`src/rtl/kbd_pkg.sv`:
```
package kbd_pkg;
  localparam logic [7:0] CMD_RESET    = 8'h01;
  localparam logic [7:0] CMD_LAYOUT_A = 8'h07;
  localparam logic [7:0] CMD_LAYOUT_B = 8'h0F;
  localparam logic [7:0] CMD_LED      = 8'h0E;

  typedef enum logic [1:0] {
    SEQ_IDLE   = 2'd0,
    SEQ_RESET  = 2'd1,
    SEQ_LAYOUT = 2'd2
  } seq_e;

  function automatic logic [7:0] resp_byte(seq_e kind, logic [1:0] idx);
    logic [7:0] b;
    b = 8'h00;
    if (kind == SEQ_RESET) begin
      case (idx)
        2'd0:    b = 8'hFF;
        2'd1:    b = 8'h04;
        default: b = 8'h7F;
      endcase
    end else if (kind == SEQ_LAYOUT) begin
      b = (idx == 2'd0) ? 8'hFE : 8'h21;
    end
    return b;
  endfunction

  function automatic logic [1:0] resp_last(seq_e kind);
    return (kind == SEQ_RESET) ? 2'd2 : 2'd1;
  endfunction
endpackage

```
`src/rtl/kbd_cmd_seq.sv`:
```
module kbd_cmd_seq
  import kbd_pkg::*;
(
  input  logic       clk_i,
  input  logic       rst_ni,
  input  logic       tx_en_i,
  input  logic       cmd_valid_i,
  input  logic [7:0] cmd_data_i,
  input  logic       stall_i,
  output logic       flush_o,
  output logic       push_o,
  output logic [7:0] data_o,
  output logic       led_armed_o
);
  seq_e       kind_q;
  logic [1:0] idx_q;
  logic       led_q;
  logic       accept, is_reset, is_layout, is_led;

  assign accept    = cmd_valid_i && tx_en_i;
  assign is_reset  = cmd_data_i == CMD_RESET;
  assign is_layout = (cmd_data_i == CMD_LAYOUT_A) || (cmd_data_i == CMD_LAYOUT_B);
  assign is_led    = cmd_data_i == CMD_LED;

  assign flush_o     = accept && !led_q && (is_reset || is_layout);
  // a restart discards the old sequence's pending byte
  assign push_o      = (kind_q != SEQ_IDLE) && !stall_i && !flush_o;
  assign data_o      = resp_byte(kind_q, idx_q);
  assign led_armed_o = led_q;

  always_ff @(posedge clk_i or negedge rst_ni) begin
    if (!rst_ni) begin
      kind_q <= SEQ_IDLE;
      idx_q  <= '0;
      led_q  <= 1'b0;
    end else begin
      if (push_o) begin
        if (idx_q == resp_last(kind_q)) begin
          kind_q <= SEQ_IDLE;
          idx_q  <= '0;
        end else begin
          idx_q <= idx_q + 2'd1;
        end
      end
      if (accept) begin
        if (led_q) begin
          led_q <= 1'b0;
        end else if (is_led) begin
          led_q <= 1'b1;
        end else if (is_reset) begin
          kind_q <= SEQ_RESET;
          idx_q  <= '0;
        end else if (is_layout) begin
          kind_q <= SEQ_LAYOUT;
          idx_q  <= '0;
        end
      end
    end
  end
endmodule

```
`src/rtl/kbd_lock_filter.sv`:
```
module kbd_lock_filter #(
  parameter int             N_LOCK     = 2,
  parameter int             CODE_W     = 7,
  parameter logic [N_LOCK*CODE_W-1:0] LOCK_CODES = {7'h62, 7'h77}
) (
  input  logic              clk_i,
  input  logic              rst_ni,
  input  logic              key_valid_i,
  input  logic [CODE_W-1:0] key_code_i,
  input  logic              key_press_i,
  output logic              push_o,
  output logic [CODE_W:0]   data_o
);
  logic [N_LOCK-1:0] drop;

  for (genvar g = 0; g < N_LOCK; g++) begin : g_lock
    logic [1:0] st_q, st_nxt;
    logic       hit;
    assign hit    = key_valid_i && (key_code_i == LOCK_CODES[g*CODE_W +: CODE_W]);
    assign st_nxt = key_press_i ? (st_q ^ 2'b01) : (st_q ^ 2'b10);
    assign drop[g] = hit && (key_press_i ? (st_nxt == 2'd2) : (st_nxt == 2'd3));
    always_ff @(posedge clk_i or negedge rst_ni) begin
      if (!rst_ni)  st_q <= 2'd0;
      else if (hit) st_q <= st_nxt;
    end
  end

  assign push_o = key_valid_i && !(|drop);
  assign data_o = {~key_press_i, key_code_i};
endmodule

```
`src/rtl/kbd_byte_queue.sv`:
```
module kbd_byte_queue #(
  parameter int DEPTH  = 256,
  parameter int DATA_W = 8,
  localparam int AW    = $clog2(DEPTH),
  localparam int CNT_W = $clog2(DEPTH + 1)
) (
  input  logic              clk_i,
  input  logic              rst_ni,
  input  logic              flush_i,
  input  logic              push_i,
  input  logic [DATA_W-1:0] push_data_i,
  input  logic              pop_i,
  output logic [DATA_W-1:0] rd_data_o,
  output logic [CNT_W-1:0]  level_o
);
  logic [DATA_W-1:0] mem [DEPTH];
  logic [AW-1:0]     wptr_q, rptr_q;
  logic [CNT_W-1:0]  cnt_q;
  logic              do_push, do_pop;

  assign do_pop  = pop_i && (cnt_q != '0) && !flush_i;
  assign do_push = push_i && (flush_i || (cnt_q < CNT_W'(DEPTH)));

  always_ff @(posedge clk_i or negedge rst_ni) begin
    if (!rst_ni) begin
      wptr_q <= '0;
      rptr_q <= '0;
      cnt_q  <= '0;
    end else if (flush_i) begin
      rptr_q <= '0;
      wptr_q <= do_push ? AW'(1) : '0;
      cnt_q  <= do_push ? CNT_W'(1) : '0;
    end else begin
      if (do_push) wptr_q <= wptr_q + AW'(1);
      if (do_pop)  rptr_q <= rptr_q + AW'(1);
      cnt_q <= cnt_q + CNT_W'(do_push) - CNT_W'(do_pop);
    end
  end

  always_ff @(posedge clk_i) begin
    if (do_push) mem[flush_i ? '0 : wptr_q] <= push_data_i;
  end

  assign rd_data_o = (cnt_q == '0) ? '0 : mem[rptr_q];
  assign level_o   = cnt_q;
endmodule

```
`src/rtl/kbd_responder.sv`:
```
module kbd_responder #(
  parameter int                  DEPTH      = 256,
  parameter int                  N_LOCK     = 2,
  parameter logic [N_LOCK*7-1:0] LOCK_CODES = {7'h62, 7'h77},
  localparam int                 CNT_W      = $clog2(DEPTH + 1)
) (
  input  logic             clk_i,
  input  logic             rst_ni,
  input  logic             tx_en_i,
  input  logic             cmd_valid_i,
  input  logic [7:0]       cmd_data_i,
  input  logic             key_valid_i,
  input  logic [6:0]       key_code_i,
  input  logic             key_press_i,
  input  logic             rd_en_i,
  output logic [7:0]       rd_data_o,
  output logic [CNT_W-1:0] level_o
);
  logic       key_push, seq_push, q_flush, led_armed;
  logic [7:0] key_byte, seq_byte;

  kbd_lock_filter #(
    .N_LOCK(N_LOCK), .CODE_W(7), .LOCK_CODES(LOCK_CODES)
  ) u_lock (
    .clk_i, .rst_ni, .key_valid_i, .key_code_i, .key_press_i,
    .push_o(key_push), .data_o(key_byte)
  );

  kbd_cmd_seq u_seq (
    .clk_i, .rst_ni, .tx_en_i, .cmd_valid_i, .cmd_data_i,
    .stall_i(key_push), .flush_o(q_flush), .push_o(seq_push),
    .data_o(seq_byte), .led_armed_o(led_armed)
  );

  kbd_byte_queue #(.DEPTH(DEPTH), .DATA_W(8)) u_q (
    .clk_i, .rst_ni, .flush_i(q_flush),
    .push_i(key_push || seq_push),
    .push_data_i(key_push ? key_byte : seq_byte),
    .pop_i(rd_en_i), .rd_data_o, .level_o
  );
endmodule

```
`config.mk`:
```
export PLATFORM = sky130hd
export DESIGN_NAME = kbd_responder
export DESIGN_NICKNAME = d
export VERILOG_FILES = /design/src/rtl/kbd_pkg.sv /design/src/rtl/kbd_cmd_seq.sv /design/src/rtl/kbd_lock_filter.sv /design/src/rtl/kbd_byte_queue.sv /design/src/rtl/kbd_responder.sv
export SDC_FILE = /design/constraint.sdc
export NUM_CORES = 2
export LEC_CHECK = 0
export BUFFER_PORTS_ARGS = -buffer_cell sky130_fd_sc_hd__buf_2
export CORE_UTILIZATION = 40
export DETAILED_ROUTE_END_ITERATION = 7
export HOLD_SLACK_MARGIN = 0.03
export SKIP_LAST_GASP = 1
export SLEW_MARGIN = 20
export SYNTH_ARGS = -nofsm -noshare
export SYNTH_HDL_FRONTEND = slang
export SYNTH_SLANG_ARGS = --single-unit
```
`constraint.sdc`:
```
create_clock -name clk_i -period 35 [get_ports clk_i]
set_input_delay 1.75 -clock clk_i [delete_from_list [all_inputs] [get_ports clk_i]]
set_output_delay 1.75 -clock clk_i [all_outputs]
set_load 0.01 [all_outputs]
```
## Word-level counts from Yosys, hierarchy flattened

Memory sizes are Yosys's and may differ from the RTL's.
Cells that the tools add are included.

| storage, ports and cells | value |
|---|---|
| register bits after elaboration | 34 |
| memory bits (writable) | 2048 |
| input port bits | 22 |
| word-level logic and storage cells | 99 |
| memories kept | 1 |

Memories:

| name | depth | width | read ports | clocked after memory_dff | wr ports | RTL line | source |
|---|---|---|---|---|---|---|---|
| u_q.mem | 256 | 8 | 1 | 0 | 1 | kbd_byte_queue.sv:16 | `logic [DATA_W-1:0] mem [DEPTH];` |

| cells by class | value |
|---|---|
| add/sub/neg operators | 5 |
| $lt $le $gt $ge | 1 |
| eq/ne operators | 14 |
| muxes and demuxes | 37 |
| bitwise operators | 5 |
| reductions and logical operators | 28 |

Operators by type and width:

| cell | count |
|---|---|
| $mux W8 | 10 |
| $mux W2 | 17 |
| $add A8 B1 Y8 const B | 2 |
| $eq A8 B4 Y1 const B | 2 |
| $pmux W8 S2 | 1 |
| $eq A7 B7 Y1 const B | 2 |
| $logic_and A1 B1 Y1 | 13 |
| $eq A2 B2 Y1 const B | 5 |
| $add A9 B1 Y9 | 1 |
| $logic_not A9 Y1 | 1 |
| $lt A9 B9 Y1 const B | 1 |
| $mux W9 | 1 |
| $reduce_bool A9 Y1 | 1 |
| $sub A9 B1 Y9 | 1 |
| $eq A8 B1 Y1 const B | 1 |
| $eq A8 B3 Y1 const B | 1 |
| $mux W1 | 8 |
| $reduce_bool A2 Y1 | 3 |
| $not A1 Y1 | 5 |
| $eq A2 B1 Y1 const B | 2 |
| $logic_not A1 Y1 | 4 |
| $logic_or A1 B1 Y1 | 4 |
| $add A2 B1 Y2 const B | 1 |
| $eq A2 B2 Y1 | 1 |
| other kinds (2) | 2 |

## Depth between registers and ports, before layout

| depth | value |
|---|---|
| depth after elaboration | 17 |
| depth in mapped cells | 16 |
| mapped depth without buffers | 16 |

## Hierarchy

Synthesis repeated with hierarchy kept, for this count alone.

| second synthesis, totals | value |
|---|---|
| cells, all modules | 4148 |
| area total of the unflattened synthesis | 83192.3 µm² |

Modules (own cells, without submodules):

| module | instances | cells an instance | area each (µm²) |
|---|---|---|---|
| kbd_byte_queue | 1 | 4050 | 82270.2 |
| kbd_cmd_seq | 1 | 59 | 484.2 |
| kbd_lock_filter | 1 | 29 | 300.3 |
| kbd_responder | 1 | 10 | 137.6 |

## Least setup slack after synthesis

No wires, ideal clock.

| timing | value |
|---|---|
| path type | input to register |
| from | in key_code_i[6] |
| to | mem u_q.mem[0][7] (data pin) |
| library setup time | 2.189 ns |
| data arrival time | 12.432 ns |
| required time | 32.811 ns |
| setup slack | 20.379 ns |
| cell stages on the path | 6 |
| buffers on the path | 1 |
| cells stage by stage | nor2b_1 > nand4_1 > a21o_1 > nand2_1 > clkbuf_1 > o21ai_0 |

| on the way | value |
|---|---|
| word-level cells in the longest chain between the ends | 7 |
| elaborated cells between the ends (all ways) | 10 |

Ends and longest elaborated chain:

| element | RTL line | source |
|---|---|---|
| start, declared | kbd_responder.sv:13 | `input logic [6:0] key_code_i,` |
| $eq A7 B7 Y1 | kbd_lock_filter.sv:19 | `assign hit = key_valid_i && (key_code_i == LOCK_CODES[g*CODE_W +: CODE_W]);` |
| $logic_and A1 B1 Y1 | kbd_lock_filter.sv:19 |  |
| $logic_and A1 B1 Y1 | kbd_lock_filter.sv:21 | `assign drop[g] = hit && (key_press_i ? (st_nxt == 2'd2) : (st_nxt == 2'd3));` |
| $reduce_or A2 Y1 * | kbd_lock_filter.sv:28 | `assign push_o = key_valid_i && !(\|drop);` |
| $logic_not A1 Y1 * | kbd_lock_filter.sv:28 |  |
| $logic_and A1 B1 Y1 * | kbd_lock_filter.sv:28 |  |
| $mux W8 * | kbd_responder.sv:38 | `.push_data_i(key_push ? key_byte : seq_byte),` |
| named net u_q.push_data_i[7] | kbd_byte_queue.sv:11 | `input logic [DATA_W-1:0] push_data_i,` |
| end, declared | kbd_byte_queue.sv:16 |  |

Mark *: on every way through the listed nets, which the timed path passes. The rest lies on a longest branch.

## Final worst setup path

| timing | value |
|---|---|
| from | reg u_q.rptr_q[0] |
| to | out rd_data_o[7] |

| on the way | value |
|---|---|
| word-level cells in the longest chain between the ends | 2 |

Ends and longest elaborated chain:

| element | RTL line | source |
|---|---|---|
| start, declared | kbd_byte_queue.sv:17 | `logic [AW-1:0] wptr_q, rptr_q;` |
| start signal, assigned | kbd_byte_queue.sv:35 | `if (do_pop) rptr_q <= rptr_q + AW'(1);` |
| $mem_v2 Z256 W8 | n/a |  |
| $mux W8 | kbd_byte_queue.sv:44 | `assign rd_data_o = (cnt_q == '0) ? '0 : mem[rptr_q];` |
| end, declared | kbd_responder.sv:16 | `output logic [7:0] rd_data_o,` |

Every way passes these cells.

==> flow_summary.ini <==
[floorplan]
die_h_um = 455
pin_count = 39
die_w_um = 455
fp.coreArea_um2 = 203000
num_rows = 165
die_area_um2 = 207000
initial_core_util = 0.404

[yosys]
synth_most_common_cell = edfxtp_1
yosysTopAreaCell = edfxtp_1
syn_area_per_cell_um2 = 20.5
ys_seq_area_frac = 0.760
async_flop_share = 0.0163
synth_nets = 4042
synth_top_area_share = 0.749
yosysUniqueCellTypes = 74
synth_ff_type = edfxtp_1
syn_area_um2 = 82100
synth.area.top_cells = edfxtp_1, mux4_2, mux2i_1
yosys-top-cells-count = edfxtp_1, mux4_2, nor2_1
yosysWarnings = 0
synth_cells = 4003
synth-seq-cells = 2082
synth_edf_count = 2048

[sta]
finalHoldViolCount = 0
slew_viol_final = 0
fin_crit_sh = 0.238
fin_tns_setup_ns = 0
layout_min_cycle_time_ns = 8.32
rsz0062_at_grt = no
timing.hold.ws_ns = 0.467
relSlewSlack = 0.147
fin_skew_ns = 0.0519
finalSetupViolCount = 0
worstMarginPinSlew_ns = 1.27
max_freq_mhz = 120

[setup_path]
crit_type = reg -> out
crit_top_cell = buf_12
r2r_slack_ns = 30.27
crit_chain = buf_12, buf_12, buf_12, mux4_2, mux4_2, nor2_1, nor3_1, a311oi_1, o32ai_1, buf_2
cp_slowest_cell = dfrtp_4
end_kind = output port
max_stage_delay_ns = 0.86
path_buf_inv = 4
cp_max_fo = 95
start_kind = flop
r2r-end = u_q.mem[120][0]$_DFFE_PP_
cp_data_required_time_ns = 33.25
arrival_ns = 6.57
setup.worst_path.start = u_q.rptr_q[0]$_DFFE_PN0P_
ff2ff_path_depth = 8
critical-path-top-delay-family = buffers and inverters
reg2reg_from = u_seq.led_armed_o$_DFFE_PN0P_

[cts]
clock_sinks = 2082
cts_root_buffer = clkbuf_16
numCtsBuffers = 206
cts_tree = built
cts.repair.resized = 0
htreeDepth = 4
cts_buffer_depth = 3
cts.repair_timing.setup_buffer_count = 0
clk_pin_slew_ns = 0.06
insertion_delay_ns = 0.86
cts_hold_buf = 0

[power_and_ir_drop]
p_comb_frac = 0.311
p_seq_frac = 0.399
switching_share = 0.337
ir_worst_vdd_mv = 0.0625
p_switching_mw = 2.60
power_mw = 7.72
power_density_nw_per_um2 = 84.0
pwr-share-clk = 0.289
power.leakage_nw = 28.7
p_int_mw = 5.12

[global_routing]
antenna_found_initial = 1
grt_overflow = 0
grt_pass1_vias = 40600
grt_start_max_net_pins = 193
grt_first_pass_wirelength_mm = 304
grtUsageTotal = 0.206

[placed_design]
portBuffers = 38
dp_hpwl_mm = 126
gp_congestion = 0.831
placed_cell_area_um2 = 85000

[detailed_routing]
drt_wl_total_mm = 212
via_count = 40500
drc = 0
wl_per_cell_um = 30.5
dr.pass1.iters = 5
drtIter0Drc = 4608
vias_per_cell = 5.83
ant_nets = 0

[run_status]
run_status = finished, final reports clean

[finish]
fin_area_um2 = 91900
fillers = 16900
register_area_um2 = 62400
multi_input_area_um2 = 18300
area_delta_synth_final_pct = 12.0
layout.nets = 4141
drive_gt1_frac = 0.212

[min_path]
whs_endpoint = u_lock.g_lock[0].st_q[0]$_DFFE_PN0P_
min_from = u_lock.g_lock[0].st_q[0]$_DFFE_PN0P_
hold_depth = 1
hold_class = reg -> reg

[flow_run]
cap_violations = 0
cell families after synthesis:
family | after synthesis | share of synthesized area
xor+xnor | 27 | 0.00288
flops | 2082 | 0.760
buf+inv | 260 | 0.0191
compound gates | 365 | 0.0308
mux | 676 | 0.155
simple gates | 576 | 0.0301
fa+ha+maj | 17 | 0.00268
stage by stage:
stage | std cells | worst slack (ns) | utilization
finish | 6952 | 26.68 | 0.453
global route | 6951 | 26.47 | 0.453
detailed placement | 6565 | 27.62 | 0.419
CTS | 6949 | 26.69 | 0.453
global placement | 6564 | 27.30 | 0.419
floorplan | 4003 | 20.38 | -
worst max-delay path by stage:
stage / endpoint / slack [ns] / cells after the start
3_5_place_dp: rd_data_o[7] / 27.62 / 11
3_3_place_gp: rd_data_o[3] / 27.30 / 12
4_1_cts: rd_data_o[7] / 26.69 / 11
5_1_grt: rd_data_o[7] / 26.47 / 11
6_report: rd_data_o[7] / 26.68 / 10
2_1_floorplan: u_q.mem[0][7]$_DFFE_PP_ / 20.38 / 6
flip-flops by register name, indices dropped and copies added, names as in the netlist:
signal	count
u_lock.g_lock.st_q	4
u_q.rptr_q	8
u_q.level_o	9
u_seq.led_armed_o	1
u_seq.idx_q	2
u_q.mem	2048
u_seq.kind_q	2
u_q.wptr_q	8
cells in the final DEF (no fill, tap or decap), types with 25 or more instances in the layout:
cell / netlist / layout
mux2i_1: 207 / 207
dfrtp_1: 34 / 28
a211oi_1: 25 / 25
buf_4: 15 / 79
mux4_2: 430 / 430
nand2_1: 117 / 111
a221oi_1: 34 / 34
o22ai_1: 27 / 27
nor3_1: 26 / 26
clkbuf_16: 0 / 208
mux4_1: 33 / 33
o21ai_0: 54 / 53
a21oi_1: 81 / 81
edfxtp_1: 2048 / 2048
clkinv_1: 1 / 41
nand3_1: 30 / 29
clkinv_2: 0 / 51
buf_2: 55 / 38
a22oi_1: 28 / 28
nor2_1: 318 / 315
clkbuf_1: 97 / 38
final cells by class:
class,count,area share
Clock buffer,247,0.0583
Tap cell,2672,0.0364
Timing Repair Buffer,127,0.0105
Multi-Input combinational cell,1661,0.199
Antenna cell,2,0.0000544
Clock inverter,137,0.0161
Sequential cell,2082,0.678
Inverter,24,0.00106
layer usage:
layer	GRT usage	share of wire
met5	0	0
met4	0.0721	0.034
met2	0.324	0.48
met3	0.0428	0.072
met1	0.285	0.42
power by group through the flow:
stage	clock [mW]	combinational (mW)	sequential, mW
after floorplan	0	1.54	3.17
after global routing	2.36	2.52	3.09
final	2.23	2.41	3.08
after CTS	2.26	2.41	3.08
after global placement	0	2.38	3.13
after detailed placement	0	2.40	3.13
No activity file was read; power rests on OpenSTA's default activity.
